File: src/rtl/lcfs_pkg.sv
package lcfs_pkg;

    localparam int RATE_W     = 8;
    localparam int LANE_W     = 3;
    localparam int CAP_LANE_W = 5;
    localparam int NUM_CFG    = 9;
    localparam int IDX_W      = $clog2(NUM_CFG + 1);
    localparam int ENH_BIT    = 7;

    typedef struct packed {
        logic [RATE_W-1:0] rate;
        logic [LANE_W-1:0] lanes;
    } link_cfg_t;

    typedef struct packed {
        logic [CAP_LANE_W-1:0] lanes;
        logic [RATE_W-1:0]     rate;
    } link_caps_t;

    typedef enum logic {
        WS_IDLE = 1'b0,
        WS_TRY  = 1'b1
    } walk_state_t;

    // Ordered by total bandwidth, highest first; order is the fallback order.
    function automatic link_cfg_t cfg_entry(input logic [IDX_W-1:0] idx);
        link_cfg_t c;
        case (idx)
            4'd0:    c = '{rate: 8'h14, lanes: 3'd4};
            4'd1:    c = '{rate: 8'h0a, lanes: 3'd4};
            4'd2:    c = '{rate: 8'h14, lanes: 3'd2};
            4'd3:    c = '{rate: 8'h06, lanes: 3'd4};
            4'd4:    c = '{rate: 8'h0a, lanes: 3'd2};
            4'd5:    c = '{rate: 8'h14, lanes: 3'd1};
            4'd6:    c = '{rate: 8'h06, lanes: 3'd2};
            4'd7:    c = '{rate: 8'h0a, lanes: 3'd1};
            4'd8:    c = '{rate: 8'h06, lanes: 3'd1};
            default: c = '0;
        endcase
        return c;
    endfunction

    function automatic logic cfg_fits(input link_cfg_t c, input link_caps_t caps);
        logic lane_ok;
        logic rate_ok;
        lane_ok = {{(CAP_LANE_W-LANE_W){1'b0}}, c.lanes} <= caps.lanes;
        rate_ok = c.rate <= caps.rate;
        return lane_ok && rate_ok;
    endfunction

endpackage

File: src/rtl/lcfs_cap_clamp.sv
module lcfs_cap_clamp
    import lcfs_pkg::*;
#(
    parameter int CAP_BYTE_W = 8
) (
    input  logic [CAP_BYTE_W-1:0] sink_lane_cap,
    input  logic [RATE_W-1:0]     sink_rate_cap,
    input  logic [CAP_LANE_W-1:0] tx_lane_max,
    input  logic [RATE_W-1:0]     tx_rate_max,
    output link_caps_t            caps
);
    localparam int HI_W = CAP_BYTE_W - CAP_LANE_W;

    logic [CAP_LANE_W-1:0] sink_lanes;
    logic [HI_W-1:0]       unused_cap_hi;

    assign sink_lanes    = sink_lane_cap[CAP_LANE_W-1:0];
    assign unused_cap_hi = sink_lane_cap[CAP_BYTE_W-1:CAP_LANE_W];

    always_comb begin
        caps.lanes = (sink_lanes > tx_lane_max) ? tx_lane_max : sink_lanes;
        caps.rate  = (sink_rate_cap > tx_rate_max) ? tx_rate_max : sink_rate_cap;
    end
endmodule

File: src/rtl/lcfs_entry_finder.sv
module lcfs_entry_finder
    import lcfs_pkg::*;
#(
    parameter int N = NUM_CFG
) (
    input  link_caps_t       caps,
    input  logic [IDX_W-1:0] from_idx,
    output logic             found,
    output logic [IDX_W-1:0] sel_idx
);
    logic [N-1:0] cand;

    for (genvar g = 0; g < N; g++) begin : g_fit
        localparam logic [IDX_W-1:0] GI = IDX_W'(g);
        assign cand[g] = cfg_fits(cfg_entry(GI), caps) && (GI >= from_idx);
    end

    // Lowest candidate index wins: scan downward so the last hit is the lowest.
    always_comb begin
        found   = 1'b0;
        sel_idx = '0;
        for (int i = N - 1; i >= 0; i--) begin
            if (cand[i]) begin
                found   = 1'b1;
                sel_idx = IDX_W'(i);
            end
        end
    end
endmodule

File: src/rtl/lcfs_sink_fmt.sv
module lcfs_sink_fmt
    import lcfs_pkg::*;
#(
    parameter int BYTE_W = 8
) (
    input  link_cfg_t         cfg,
    input  logic              enh,
    output logic [BYTE_W-1:0] byte0,
    output logic [BYTE_W-1:0] byte1
);
    always_comb begin
        byte0               = BYTE_W'(cfg.rate);
        byte1               = '0;
        byte1[LANE_W-1:0]   = cfg.lanes;
        byte1[ENH_BIT]      = enh;
    end
endmodule

File: src/rtl/lcfs_walker.sv
module lcfs_walker
    import lcfs_pkg::*;
(
    input  logic             clk,
    input  logic             rst,
    input  logic             start,
    input  logic             train_pass,
    input  logic             train_fail,
    input  link_caps_t       live_caps,
    input  logic             enh_in,
    input  logic             found,
    input  logic [IDX_W-1:0] sel_idx,
    output link_caps_t       search_caps,
    output logic [IDX_W-1:0] from_idx,
    output logic             busy,
    output logic             done,
    output logic             result,
    output link_cfg_t        cur_cfg,
    output logic             enh_q
);
    walk_state_t      state;
    logic [IDX_W-1:0] idx_q;
    link_caps_t       caps_q;

    // Idle: search the live inputs from the top; trying: search the latched
    // limits from the entry after the current one.
    assign search_caps = (state == WS_IDLE) ? live_caps : caps_q;
    assign from_idx    = (state == WS_IDLE) ? '0 : idx_q + 1'b1;
    assign busy        = (state == WS_TRY);

    always_ff @(posedge clk) begin
        if (rst) begin
            state   <= WS_IDLE;
            idx_q   <= '0;
            caps_q  <= '0;
            enh_q   <= 1'b0;
            cur_cfg <= '0;
            done    <= 1'b0;
            result  <= 1'b0;
        end else begin
            done <= 1'b0;
            case (state)
                WS_IDLE: begin
                    if (start) begin
                        caps_q <= live_caps;
                        if (found) begin
                            state   <= WS_TRY;
                            idx_q   <= sel_idx;
                            cur_cfg <= cfg_entry(sel_idx);
                            enh_q   <= enh_in;
                        end else begin
                            done   <= 1'b1;
                            result <= 1'b0;
                        end
                    end
                end
                WS_TRY: begin
                    if (train_pass) begin
                        state  <= WS_IDLE;
                        done   <= 1'b1;
                        result <= 1'b1;
                    end else if (train_fail) begin
                        if (found) begin
                            idx_q   <= sel_idx;
                            cur_cfg <= cfg_entry(sel_idx);
                        end else begin
                            state  <= WS_IDLE;
                            done   <= 1'b1;
                            result <= 1'b0;
                        end
                    end
                end
                default: state <= WS_IDLE;
            endcase
        end
    end
endmodule

File: src/rtl/link_cfg_fallback.sv
module link_cfg_fallback
    import lcfs_pkg::*;
(
    input  logic                  clk,
    input  logic                  rst,
    input  logic                  start,
    input  logic                  train_pass,
    input  logic                  train_fail,
    input  logic [7:0]            sink_lane_cap,
    input  logic [RATE_W-1:0]     sink_rate_cap,
    input  logic [CAP_LANE_W-1:0] tx_lane_max,
    input  logic [RATE_W-1:0]     tx_rate_max,
    input  logic                  enh_frame_cap,
    output logic                  busy,
    output logic                  done,
    output logic                  result,
    output logic [RATE_W-1:0]     rate_code,
    output logic [LANE_W-1:0]     lane_cnt,
    output logic [7:0]            cfg_byte0,
    output logic [7:0]            cfg_byte1
);
    link_caps_t       live_caps;
    link_caps_t       search_caps;
    logic [IDX_W-1:0] from_idx;
    logic [IDX_W-1:0] sel_idx;
    logic             found;
    link_cfg_t        cur_cfg;
    logic             enh_q;

    lcfs_cap_clamp #(.CAP_BYTE_W(8)) u_clamp (
        .sink_lane_cap (sink_lane_cap),
        .sink_rate_cap (sink_rate_cap),
        .tx_lane_max   (tx_lane_max),
        .tx_rate_max   (tx_rate_max),
        .caps          (live_caps)
    );

    lcfs_entry_finder #(.N(NUM_CFG)) u_find (
        .caps     (search_caps),
        .from_idx (from_idx),
        .found    (found),
        .sel_idx  (sel_idx)
    );

    lcfs_walker u_walk (
        .clk         (clk),
        .rst         (rst),
        .start       (start),
        .train_pass  (train_pass),
        .train_fail  (train_fail),
        .live_caps   (live_caps),
        .enh_in      (enh_frame_cap),
        .found       (found),
        .sel_idx     (sel_idx),
        .search_caps (search_caps),
        .from_idx    (from_idx),
        .busy        (busy),
        .done        (done),
        .result      (result),
        .cur_cfg     (cur_cfg),
        .enh_q       (enh_q)
    );

    lcfs_sink_fmt #(.BYTE_W(8)) u_fmt (
        .cfg   (cur_cfg),
        .enh   (enh_q),
        .byte0 (cfg_byte0),
        .byte1 (cfg_byte1)
    );

    assign rate_code = cur_cfg.rate;
    assign lane_cnt  = cur_cfg.lanes;
endmodule

File: config.mk
export PLATFORM = sky130hd
export DESIGN_NAME = link_cfg_fallback
export DESIGN_NICKNAME = d
export VERILOG_FILES = /design/src/rtl/lcfs_pkg.sv /design/src/rtl/lcfs_cap_clamp.sv /design/src/rtl/lcfs_entry_finder.sv /design/src/rtl/lcfs_sink_fmt.sv /design/src/rtl/lcfs_walker.sv /design/src/rtl/link_cfg_fallback.sv
export SDC_FILE = /design/constraint.sdc
export NUM_CORES = 1
export LEC_CHECK = 0
export BUFFER_PORTS_ARGS = -buffer_cell sky130_fd_sc_hd__buf_2
export CAP_MARGIN = 20
export CORE_ASPECT_RATIO = 1.25
export CORE_UTILIZATION = 58
export CTS_BUF_LIST = sky130_fd_sc_hd__clkbuf_4
export DETAILED_ROUTE_END_ITERATION = 7
export HOLD_SLACK_MARGIN = 0.12
export PLACE_DENSITY = 0.88
export SKIP_LAST_GASP = 1
export SLEW_MARGIN = 10
export SYNTH_ARGS = -nofsm -noshare
export SYNTH_HDL_FRONTEND = slang
export SYNTH_HIERARCHICAL = 1
export SYNTH_SLANG_ARGS = --single-unit
File: constraint.sdc
create_clock -name clk -period 10.3 [get_ports clk]
set_input_delay 0.515 -clock clk [delete_from_list [all_inputs] [get_ports clk]]
set_output_delay 0.515 -clock clk [all_outputs]
set_load 0.03 [all_outputs]
# After elaboration in Yosys (flattened, before gate mapping)
# Memories as Yosys holds them, arrays and structs flattened.
# Index checks and enable logic that the tools add are counted.
# word_totals
out_inout_bits,30
elab_cells,107
reg_bits,32
mem_bits_ro,224
mem_count,2
# op_classes
n_eq_ne,6
n_bitwise,1
reduce_logical,23
magnitude_cmp,17
muxes,48
add_sub_neg,1
# memory_table
memory,words,width,read_ports,rd_ports_with_merged_regs,write_ports,line,rtl
(no name shown),16,7,1,0,0,lcfs_pkg.sv:28,case (idx)
(no name shown),16,7,1,0,0,lcfs_pkg.sv:28,
# ops
cell,count
4-bit 2-to-1 mux,14
11-bit 2-to-1 mux,5
11-bit one-hot mux with 2 select lines,1
1-bit 2-to-1 mux,21
1-bit logical AND,18
"3-bit by 4-bit greater-or-equal comparator with 1-bit output, first input constant",4
13-bit 2-to-1 mux,1
"2-bit != test, second input constant",5
"1-bit by 4-bit greater-or-equal comparator with 1-bit output, first input constant",2
"2-bit by 4-bit greater-or-equal comparator with 1-bit output, first input constant",2
8-bit > comparator,1
"3-bit by 8-bit less-or-equal comparator with 1-bit output, first input constant",1
"4-bit by 8-bit less-or-equal comparator with 1-bit output, first input constant",1
"5-bit by 8-bit less-or-equal comparator with 1-bit output, first input constant",1
8-bit 2-to-1 mux,1
4-bit one-hot mux with 2 select lines,1
1-bit one-hot mux with 2 select lines,3
3-bit AND reduction,2
5-bit > comparator,1
"1-bit by 5-bit less-or-equal comparator with 1-bit output, first input constant",1
"2-bit by 5-bit less-or-equal comparator with 1-bit output, first input constant",1
"3-bit by 5-bit less-or-equal comparator with 1-bit output, first input constant",1
5-bit 2-to-1 mux,1
5-bit AND reduction,1
other kinds (5),6

# Depth between registers and ports, before layout
# Gate-level depths: netlist (run 1).
# An unclocked memory read counts as a cell.
# depth
depth_word,20
mapped_depth,19
depth_no_buf,19

# Cells and area by module
# Netlist (run 1), hierarchy kept.
# by_module_without_submodules
mod,area_per_inst_um2,instances,cells_each,seq_area_each_um2
lcfs_walker,1426.4,1,167,560.5
lcfs_cap_clamp,473.0,1,61,0.0
lcfs_entry_finder,262.8,1,38,0.0
lcfs_sink_fmt,123.9,1,17,0.0

# Least setup slack after synthesis (run 1)
# OpenSTA, ideal clock, no wires.
# synth_timing
path_kind,input to register
start,input port tx_rate_max[1]
end,register u_walk/cur_cfg[6] (netlist name)
setup_slack_ns,6.386
path_buffers,0
stages,18
t_required_ns,10.235
arrival_ns,3.849
setup_ns,0.065
path_cell_list,inv_1 > ha_1 > nor2b_1 > o211ai_2 > a21oi_2 > o22ai_4 > mux2_2 > mux2_2 > nor4_2 > nand2_1 > a21boi_0 > o21ai_1 > a21oi_1 > inv_1 > ha_1 > a211oi_1 > mux2i_1 > nor2_1
# synth_lines
item,line,rtl
start: declaration,link_cfg_fallback.sv:12,"input logic [RATE_W-1:0] tx_rate_max,"

==> results.md, run 1 <==
- Outcome: finished, violations left
- Failing checks: DRC
- Crit path max fanout: 7
- CTS buffer count: 3
- Hold_sp: enh_frame_cap
- Mean post-synth cell area: 8.054 um^2
- RSZ-0062 raised after global routing: false
- Die Span Y: between 70 and 80 um
- Hold Path Cell Cnt: 3
- Fin crit share: 0.3936
- Row cnt: 24
- Total die area: 4100 um^2
- VDD IR-drop max: 0.09622 mV
- DR vias/cell: around 5.5
- Initial Util: 0.6243
- Final setup violation count: 0
- CTS H-tree lvls: 1
- Hold endpoint: u_walk/enh_q
- Clock Tree Buf Depth: 2
- Final hold violations: 0
- CP peak stage delay: 0.40 ns
- Ant. Diodes: 0
- Gr ovfl total: 0
- Commonest cells after routing, fill and taps aside: buf_2, nand2_1, a21oi_1
- Final setup margin: between 6 and 7 ns
- Syn-to-layout area delta: 6.450%
- Via Count: 1914
- Clock root buffer master: clkbuf_4
- Synth warn: 6
- # port buffers: 49
- CP required: 10.57 ns
- Initial DRC Count: 56
- CP bufs+invs: 3
- Final net count: between 300 and 400
- Share of post-route cells with drive strength above 1: 0.2908
- Post-CTS Resized: 0
- Flop-to-flop setup slack: around 6.8 ns
- Worst reg2reg startpoint: u_walk/busy
- Initial DRT Pass Iterations: 6
- GRT Overall Usage: 0.2093
- DRC: 3
- Actual slew at the worst max-slew pin: 0.9628 ns
- Cells along the critical path: buf_2, inv_1, ha_1, nor2b_1, o211ai_2, a21oi_2, o22ai_4, mux2_2, mux2_2, nor4_2, nand2_1, a21boi_0, o21ai_1, a21oi_1, inv_1, ha_1, a21oi_1, o211a_1, nor3_1
- CTS Sinks: 27
- Total power: between 0.3 and 0.4 mW
- Vias in the first global route: 1809
- Post-route ant nets: 0
- Standby leakage power: about 1.1 nW
- Multi-input gate area: 1449 um^2
- Placer Congestion: around 0.9
- Max Clk Rate: 0.2467 GHz
- Post-Syn Area: 2231 um^2
- Place WS: 5.897 ns
- Critical path data arrival time: 4.32 ns
- Slowest-stage cell, CP: nor4_2
- FF-to-FF End: u_walk/cur_cfg[5]
- Register area: 540.5 um^2
- CP top delay family: compound AO/OA/AOI/OAI gates
- Max_cap viols: 0
- Total routed wirelength: approximately 4200 um
- Reg2reg path depth: 11
- Cells after Synth: 277
- Clock skew: 0.01109 ns
- First-pass GRT wire length: 7086 um
- PD cells: ~160 nW/um^2
- Routed WL per cell: 12.10 um
- Slew Viols, Final: 0
- IO Count: 65
- Dpl hpwl: 3206 um
- FILL cells: 320
- Pin count of the biggest net entering global routing: 28
- CTS tree: yes
- Commonest non-fill, non-tap cell in the layout: buf_2
- Setup bufs post-CTS: 0
- Clk slew on worst S/H paths: 0.15 ns
- Hold Crit Class: input pin to register
- CP Class: input pin to register
- Worst-Skew Late Latency: 0.33 ns
- Crit start category: input pin
- Final setup TNS: 0 ns
- Core ar.: 3573 um^2
- Hold_buf cts: 0
- Initial antenna violation count: 0
- Final min period: 4.054 ns
- Post-Route Utilization: 0.6646
- CP Capture Type: register
- Die outline width: 57.47 um
- Worst relative slew slack: 0.3568
## sequential cells by signal (all words and copies together) (netlist names)
register and cells:
u_walk/busy 1, u_walk/caps_q 12, u_walk/cur_cfg 7, u_walk/done 1, u_walk/enh_q 1, u_walk/idx_q 4
u_walk/result 1
## how the worst max path moves through the flow
stage	startpoint	endpoint	slack (ns)	cells past startpoint
final	tx_rate_max[1]	u_walk/cur_cfg[5]	6.25	19
after global routing	tx_rate_max[3]	u_walk/cur_cfg[5]	5.90	18
after CTS	tx_rate_max[1]	u_walk/cur_cfg[5]	6.23	19
after detailed placement	sink_rate_cap[1]	u_walk/cur_cfg[5]	5.90	18
after global placement	sink_rate_cap[1]	u_walk/cur_cfg[5]	5.91	18
after floorplan	tx_rate_max[1]	u_walk/cur_cfg[6]	6.41	18
## routing by layer
| metal | up-vias | track usage | wire [um] |
|---|---|---|---|
| li1 | 994 | - | - |
| met1 | 876 | 0.2378 | 1766 |
| met2 | 40 | 0.4160 | 2238 |
| met3 | 4 | 0.01083 | 138 |
| met4 | 0 | 0.04878 | 30 |
| met5 | - | 0 | 0 |
## where the power goes
| part | internal, mW | switching, mW | total, mW |
|---|---|---|---|
| Combinational | 0.0747 | 0.121 | 0.196 |
| Sequential | 0.118 | 0.0114 | 0.130 |
| Clock | 0.0145 | 0.0316 | 0.0461 |
| Total | 0.208 | 0.164 | 0.372 |
## worst min-delay path, cell delays in order
cell and delay, ns:
buf_2 0.09, nand3_1 0.05, a21oi_1 0.05
## per-stage QoR
step,hold slack [ns],instance area (um^2),instances
floorplan,0.4329,2253,283
global placement,0.4379,2347,341
detailed placement,0.4464,2347,341
CTS,0.4083,2375,345
global route,0.4238,2375,345
finish,0.4188,2375,345
## cell type report
class	count	share of cell area
multi-input cells	209	0.6101
inverters	17	0.02687
well taps	39	0.02055
flip-flops and latches	27	0.2276
repair buffers	49	0.1033
clock inverters	1	0.002107
clock buffers	3	0.009484
Note: power is estimated with default switching activity, not from simulation.
==> run 2: changes to the inputs <==
- CORE_UTILIZATION: 58 -> 49
- PLACE_DENSITY: 0.88 -> 0.79
- clock period: 10.3 -> 3.4 ns (I/O delays scaled with it)
==> run 2 against run 1 <==
Combinational power increased to 4.1 times the previous value. First-iteration DRC count grew 1.8%. The flow now finishes without violations. Final cell count grew 14%. Sequential cell count stayed put. Critical path type unchanged. Core utilization fell by 0.39 points. Non-clock buffer count is 29 higher. Worst setup slack worse by 6.2 ns.
==> results.md, run 2 (synthesis results as in run 1) <==
- Outcome: complete, no violations
- Seq pwr share: 0.292 (-0.057)
- Standby leakage power: 1.326 nW (+18%)
- Placed cell area: 2655 um^2 (+13%)
- VDD IR-drop max: 0.2350 mV (+140%)
- CP Class: input pin to register
- Final net count: 388 (+8.1%)
- Crit start category: input pin
- Clock skew: 0.01406 ns (+0.002975 ns)
- Crit path top cell by count: a21oi_2
- Post-Route Utilization: 0.6607 (-0.003882)
- Top Registers: u_walk/caps_q x12, u_walk/cur_cfg x7, u_walk/idx_q x4
- Final hold violations: 0 (unchanged)
- Worst relative slew slack: 0.3865 (+0.02970)
- Post-route cell area: 2902 um^2 (+22%)
- Slowest-stage cell, CP: nor4_4
- Crit path to: u_walk/cur_cfg[5]
- First-pass GRT wire length: 8038 um (+13%)
- Cells along the critical path: buf_2, ha_4, nand4_1, a21oi_2, o22ai_4, buf_6, mux2_4, mux2_4, nor4_4, nand2_1, a21boi_0, o21ai_1, a21oi_2, inv_2, ha_4, a21oi_2, o211a_1, nor3_1
- Sw frac: 0.4388 (-0.002368)
- Via Count: 2138 (+12%)
- Multi-input gate area: 1672 um^2 (+15%)
- Max Clk Rate: 0.2978 GHz
- Commonest cells after routing, fill and taps aside: buf_2, nand2_1, buf_4, dfxtp_1, a21oi_1
- DR vias/cell: 5.440 (-1.9%)
- Placer Congestion: 0.9363 (+4.3%)
- Clock root buffer master: clkbuf_4
- Initial Util: 0.5080 (-0.1163)
- Crit path max fanout: 4 (-3)
- Worst reg2reg startpoint: u_walk/busy
- Commonest non-fill, non-tap cell in the layout: buf_2
- Post-route ant nets: 0 (unchanged)
- Pin count of the biggest net entering global routing: 28 (unchanged)
- Row cnt: 27 (+13%)
- Gate power share: 0.597 (+0.070)
- GRT Overall Usage: 0.1991 (-0.01013)
- CTS tree: yes
- FILL cells: 387 (+21%)
- Die Span Y: 77.44 um (+8.6%)
- Hold Crit Class: input pin to register
- Fin cells: 393 (+14%)
- # port buffers: 49 (unchanged)
- Worst hold slack: 0.1303 ns (-0.2885 ns)
- CTS Sinks: 27 (unchanged)
- Register area: 540.5 um^2 (unchanged)
- Routed WL per cell: 13.63 um (+13%)
- Placed Instances: 388 (+14%)
- Dpl hpwl: 3540 um (+10%)
- Final min period: about 3.4 ns
- RSZ-0062 raised after global routing: true
- Final setup TNS: 0 ns (unchanged)
- Vias in the first global route: 1957 (+8.2%)
- Worst Setup SP: sink_rate_cap[4]
- Max reg flops: 12 (unchanged)
- Int Pwr: 0.7560 mW (+260%)
- Initial DRC Count: 57 (+1.8%)
- CP Capture Type: register
- Slew Viols, Final: 0 (unchanged)
- Place WS: -0.2859 ns (-6.182 ns)
- CTS buffer count: 3 (unchanged)
- Clock Tree Buf Depth: 2 (unchanged)
- P_sw: 0.5911 mW (+260%)
- Hold_sp: train_pass
- DRC: 0 (-3)
- Total routed wirelength: 5355 um (+28%)
- IO Count: 65 (unchanged)
- CP required: 3.68 ns (-6.89 ns)
- Critical path data arrival time: 3.64 ns (-0.68 ns)
- Max_cap viols: 0 (unchanged)
- Ant. Diodes: 0 (unchanged)
- Clock power frac: 0.111 (-0.013)
- Die outline width: 62.35 um (+8.5%)
- Fin crit share: 0.9876
- Largest Register: u_walk/caps_q
- Core ar.: 4392 um^2 (+23%)
- Reg2reg path depth: 11 (unchanged)
- CP peak stage delay: 0.34 ns (-0.06 ns)
- Flop-to-flop setup slack: 0.08 ns (-6.67 ns)
- Final setup violation count: 0 (unchanged)
- Total die area: 4828 um^2 (+18%)
- Syn-to-layout area delta: 30.06%
- CTS H-tree lvls: 1 (unchanged)
- Initial DRT Pass Iterations: 4 (-2)
- Total power: 1.347 mW (+260%)
- Final setup margin: 0.04206 ns (-6.204 ns)
- Worst-Skew Late Latency: 0.34 ns (about the same)
- PD cells: 464.3 nW/um^2 (+200%)
- Initial antenna violation count: 0 (unchanged)
- Share of post-route cells with drive strength above 1: 0.4388 (+0.1480)
- Gr ovfl total: 0 (unchanged)
- Actual slew at the worst max-slew pin: 0.9183 ns (-0.04446 ns)
- Clk slew on worst S/H paths: 0.16 ns (about the same)
- FF-to-FF End: u_walk/cur_cfg[4]
-- run 2: cell types whose count changed in the layout (fill, tap and decap cells not counted), moves of 4 or more --
cell and delta:
ha_1 -9, o21ai_0 -6, ha_4 +8, a21oi_1 -4, mux2_4 +9, buf_6 +6
mux2_2 -9, inv_2 +6, o21ai_1 +6, buf_2 -7, inv_1 -7, buf_4 +27
a21oi_2 +4
-- run 2: timing repair --
action                                 CTS  global route
buffers inserted                         0             1
endpoints found under the hold margin    1             0
setup endpoints to repair                0             7
resized for setup                        0            45
hold buffers                             1             0
-- run 2: worst max-delay path, delay by kind of cell --
| family | cells | cell delay, ns |
|---|---|---|
| muxes | 2 | 0.59 |
| and+or+nand+nor | 4 | 0.74 |
| AOI/OAI and AO/OA | 7 | 1.21 |
| adders and majority gates | 2 | 0.55 |
| buffers and inverters | 3 | 0.37 |
-- run 2: how the worst min path moves through the flow --
| stage | to | slack, ns | cells after the start |
|---|---|---|---|
| 2_1_floorplan | u_walk/enh_q | 0.32 | 2 |
| 3_3_place_gp | u_walk/caps_q[8] | 0.44 | 2 |
| 3_5_place_dp | u_walk/enh_q | 0.45 | 2 |
| 4_1_cts | u_walk/busy | 0.13 | 3 |
| 5_1_grt | u_walk/busy | 0.15 | 3 |
| 6_report | u_walk/busy | 0.13 | 3 |
-- run 2: final cells by class --
class | count | share of cell area
Multi-Input combinational cell | 209 | 0.5761
Tap cell | 58 | 0.02501
Clock buffer | 3 | 0.007762
Sequential cell | 27 | 0.1863
Timing Repair Buffer | 78 | 0.1794
Clock inverter | 1 | 0.002587
Inverter | 17 | 0.02285
-- run 2: per-layer routing --
metal	vias to the layer above	part of all wire	track usage
met5	-	0	0
met4	0	0.012	0.06977
met3	6	0.034	0.008824
met2	58	0.56	0.4022
met1	1019	0.39	0.2151
li1	1055	-	-
-- run 2: power groups by stage --
| stage | sequential (mW) | combinational, mW | clock, mW |
|---|---|---|---|
| finish | 0.393 | 0.805 | 0.149 |
| floorplan | 0.436 | 0.507 | 0 |
| CTS | 0.393 | 0.700 | 0.156 |
| global route | 0.401 | 0.875 | 0.163 |
| global placement | 0.398 | 0.684 | 0 |
| detailed placement | 0.400 | 0.696 | 0 |
==> run 3: changes to the inputs <==
- CORE_UTILIZATION: 49 -> 25
- PLACE_DENSITY: 0.79 -> unset
==> run 3 against run 2 <==
Clock-buffer cell count is the same. Critical path depth unchanged. Sequential cell count unchanged. Clock power about the same. Worst setup slack better by 0.027 ns. Sequential power about the same. Non-clock buffer count is 7 higher. Sequential share of layout area down 1.2 points. Largest power group unchanged.
==> results.md, run 3 (synthesis results as in run 1) <==
- Outcome: complete, no violations
- Syn-to-layout area delta: 38.70%
- GRT Overall Usage: 0.1075 (-0.09165)
- Actual slew at the worst max-slew pin: 0.9622 ns (+0.04385 ns)
- Max_cap viols: 0 (unchanged)
- Slowest-stage cell, CP: mux2_2
- Sw frac: 0.4337 (-0.005117)
- Clock power frac: 0.106 (-0.005)
- Top Registers: u_walk/caps_q x12, u_walk/cur_cfg x7, u_walk/idx_q x4
- First-pass GRT wire length: 8190 um (+1.9%)
- VDD IR-drop max: 0.1928 mV (-18%)
- Cells along the critical path: buf_6, inv_2, ha_4, nor2b_4, o211ai_2, a21oi_2, o22ai_4, buf_12, mux2_2, mux2_4, nor4_4, nand2_1, a311o_1, a31oi_2, inv_2, ha_4, a211o_1, a311oi_2
- DRC: 0 (unchanged)
- Slew Viols, Final: 0 (unchanged)
- CTS buffer count: 3 (unchanged)
- Worst relative slew slack: 0.3572 (-0.02929)
- Final setup violation count: 0 (unchanged)
- Clock Tree Buf Depth: 2 (unchanged)
- Worst Setup SP: tx_rate_max[1]
- IO Count: 65 (unchanged)
- Final hold violations: 0 (unchanged)
- PD cells: 451.1 nW/um^2 (-2.8%)
- Post-route ant nets: 0 (unchanged)
- Hold Crit Class: input pin to register
- CTS tree: yes
- CP required: 3.67 ns (about the same)
- Die outline width: 86.49 um (+39%)
- Crit path max fanout: 4 (unchanged)
- Clk slew on worst S/H paths: 0.16 ns (about the same)
- Initial antenna violation count: 0 (unchanged)
- Worst reg2reg startpoint: u_walk/busy
- Total routed wirelength: 5327 um (-0.52%)
- Place WS: -0.3598 ns (-0.07391 ns)
- Placed cell area: 2768 um^2 (+4.2%)
- CP Capture Type: register
- Post-route cell area: 3094 um^2 (+6.6%)
- Largest Register: u_walk/caps_q
- Placer Congestion: 0.8375 (-11%)
- Crit start category: input pin
- Share of post-route cells with drive strength above 1: 0.4649 (+0.02611)
- Standby leakage power: 1.382 nW (+4.2%)
- P_sw: 0.6054 mW (+2.4%)
- Flop-to-flop setup slack: 0.24 ns (+0.16 ns)
- Final setup TNS: 0 ns (unchanged)
- Post-Route Utilization: 0.3576 (-0.3031)
- CTS H-tree lvls: 1 (unchanged)
- Final min period: 3.331 ns (-0.02709 ns)
- Hold_sp: train_pass
- Final setup margin: 0.06915 ns (+0.02709 ns)
- Dpl hpwl: 3860 um (+9.1%)
- Total power: 1.396 mW (+3.6%)
- Commonest cells after routing, fill and taps aside: buf_2, nand2_1, buf_4
- Ant. Diodes: 0 (unchanged)
- Worst-Skew Late Latency: 0.34 ns (about the same)
- Initial DRT Pass Iterations: 4 (unchanged)
- Clock root buffer master: clkbuf_4
- Row cnt: 38 (+41%)
- Core ar.: 8653 um^2 (+97%)
- Critical path data arrival time: 3.60 ns (-0.04 ns)
- Commonest non-fill, non-tap cell in the layout: buf_2
- Routed WL per cell: 11.53 um (-15%)
- Clock skew: 0.01637 ns (+0.002313 ns)
- CTS Sinks: 27 (unchanged)
- Die Span Y: 107.6 um (+39%)
- Initial DRC Count: 131 (+130%)
- CP peak stage delay: 0.35 ns (about the same)
- Int Pwr: 0.7906 mW (+4.6%)
- Fin crit share: 0.9797 (-0.007968)
- Final net count: 395 (+1.8%)
- Vias in the first global route: 1906 (-2.6%)
- Gr ovfl total: 0 (unchanged)
- # port buffers: 49 (unchanged)
- Pin count of the biggest net entering global routing: 28 (unchanged)
- Initial Util: 0.2578 (-0.2502)
- CP Class: input pin to register
- Total die area: 9308 um^2 (+93%)
- Seq pwr share: 0.282 (-0.010)
- Max reg flops: 12 (unchanged)
- RSZ-0062 raised after global routing: true
- Via Count: 2103 (-1.6%)
- Gate power share: 0.613 (+0.016)
- Max Clk Rate: 0.3002 GHz (+0.81%)
- DR vias/cell: 4.552 (-16%)
## run 3: stage by stage
stage	std cells	hold WS, ns
2_1_floorplan	283	0.3175
6_report	462	0.1494
5_1_grt	462	0.1552
3_3_place_gp	453	0.4288
4_1_cts	458	0.1392
3_5_place_dp	453	0.4270
## run 3: path summary, 6_finish.rpt
path / to / cells past startpoint
min: u_walk/busy / 3
max: u_walk/cur_cfg[4] / 18
min reg2reg: u_walk/caps_q[8] / 2
max reg2reg: u_walk/cur_cfg[4] / 10
## run 3: per-layer routing
layer  GRT usage  vias to the layer above  part of all wire  wire (um)
li1            -                     1069                 -          -
met1      0.1279                      976              0.43       2267
met2      0.1984                       54              0.53       2826
met3    0.006135                        4             0.032        173
met4     0.04286                        0             0.011         59
met5           0                        -                 0          0
## run 3: cell type report
cell class,count,area [um^2]
clock buffer,3,22.52
clock inverter,1,5.005
fill,916,5559
inverter,17,68.82
multi-input combinational,209,1713
sequential,27,540.5
tap,120,150.1
timing repair buffer,85,594.3
## run 3: what timing repair did
action                     in CTS  in global routing
setup endpoints to repair       0                  7
resized for setup               0                 55
hold buffers                    1                  0
setup buffers                   0                  4
hold endpoints to repair        1                  0
## run 3: worst max-delay path: cells and delay by family
kind	cells	cell delay, ns
AOI/OAI and AO/OA	7	1.42
adders and majority gates	2	0.37
buffers and inverters	4	0.38
muxes	2	0.66
and+or+nand+nor	3	0.59
## run 3: power by group through the flow
stage | Combinational (mW) | Sequential [mW] | Clock, mW
2_1_floorplan | 0.507 | 0.436 | 0
3_3_place_gp | 0.716 | 0.400 | 0
3_5_place_dp | 0.725 | 0.403 | 0
4_1_cts | 0.730 | 0.395 | 0.156
5_1_grt | 0.926 | 0.401 | 0.167
6_report | 0.855 | 0.393 | 0.147
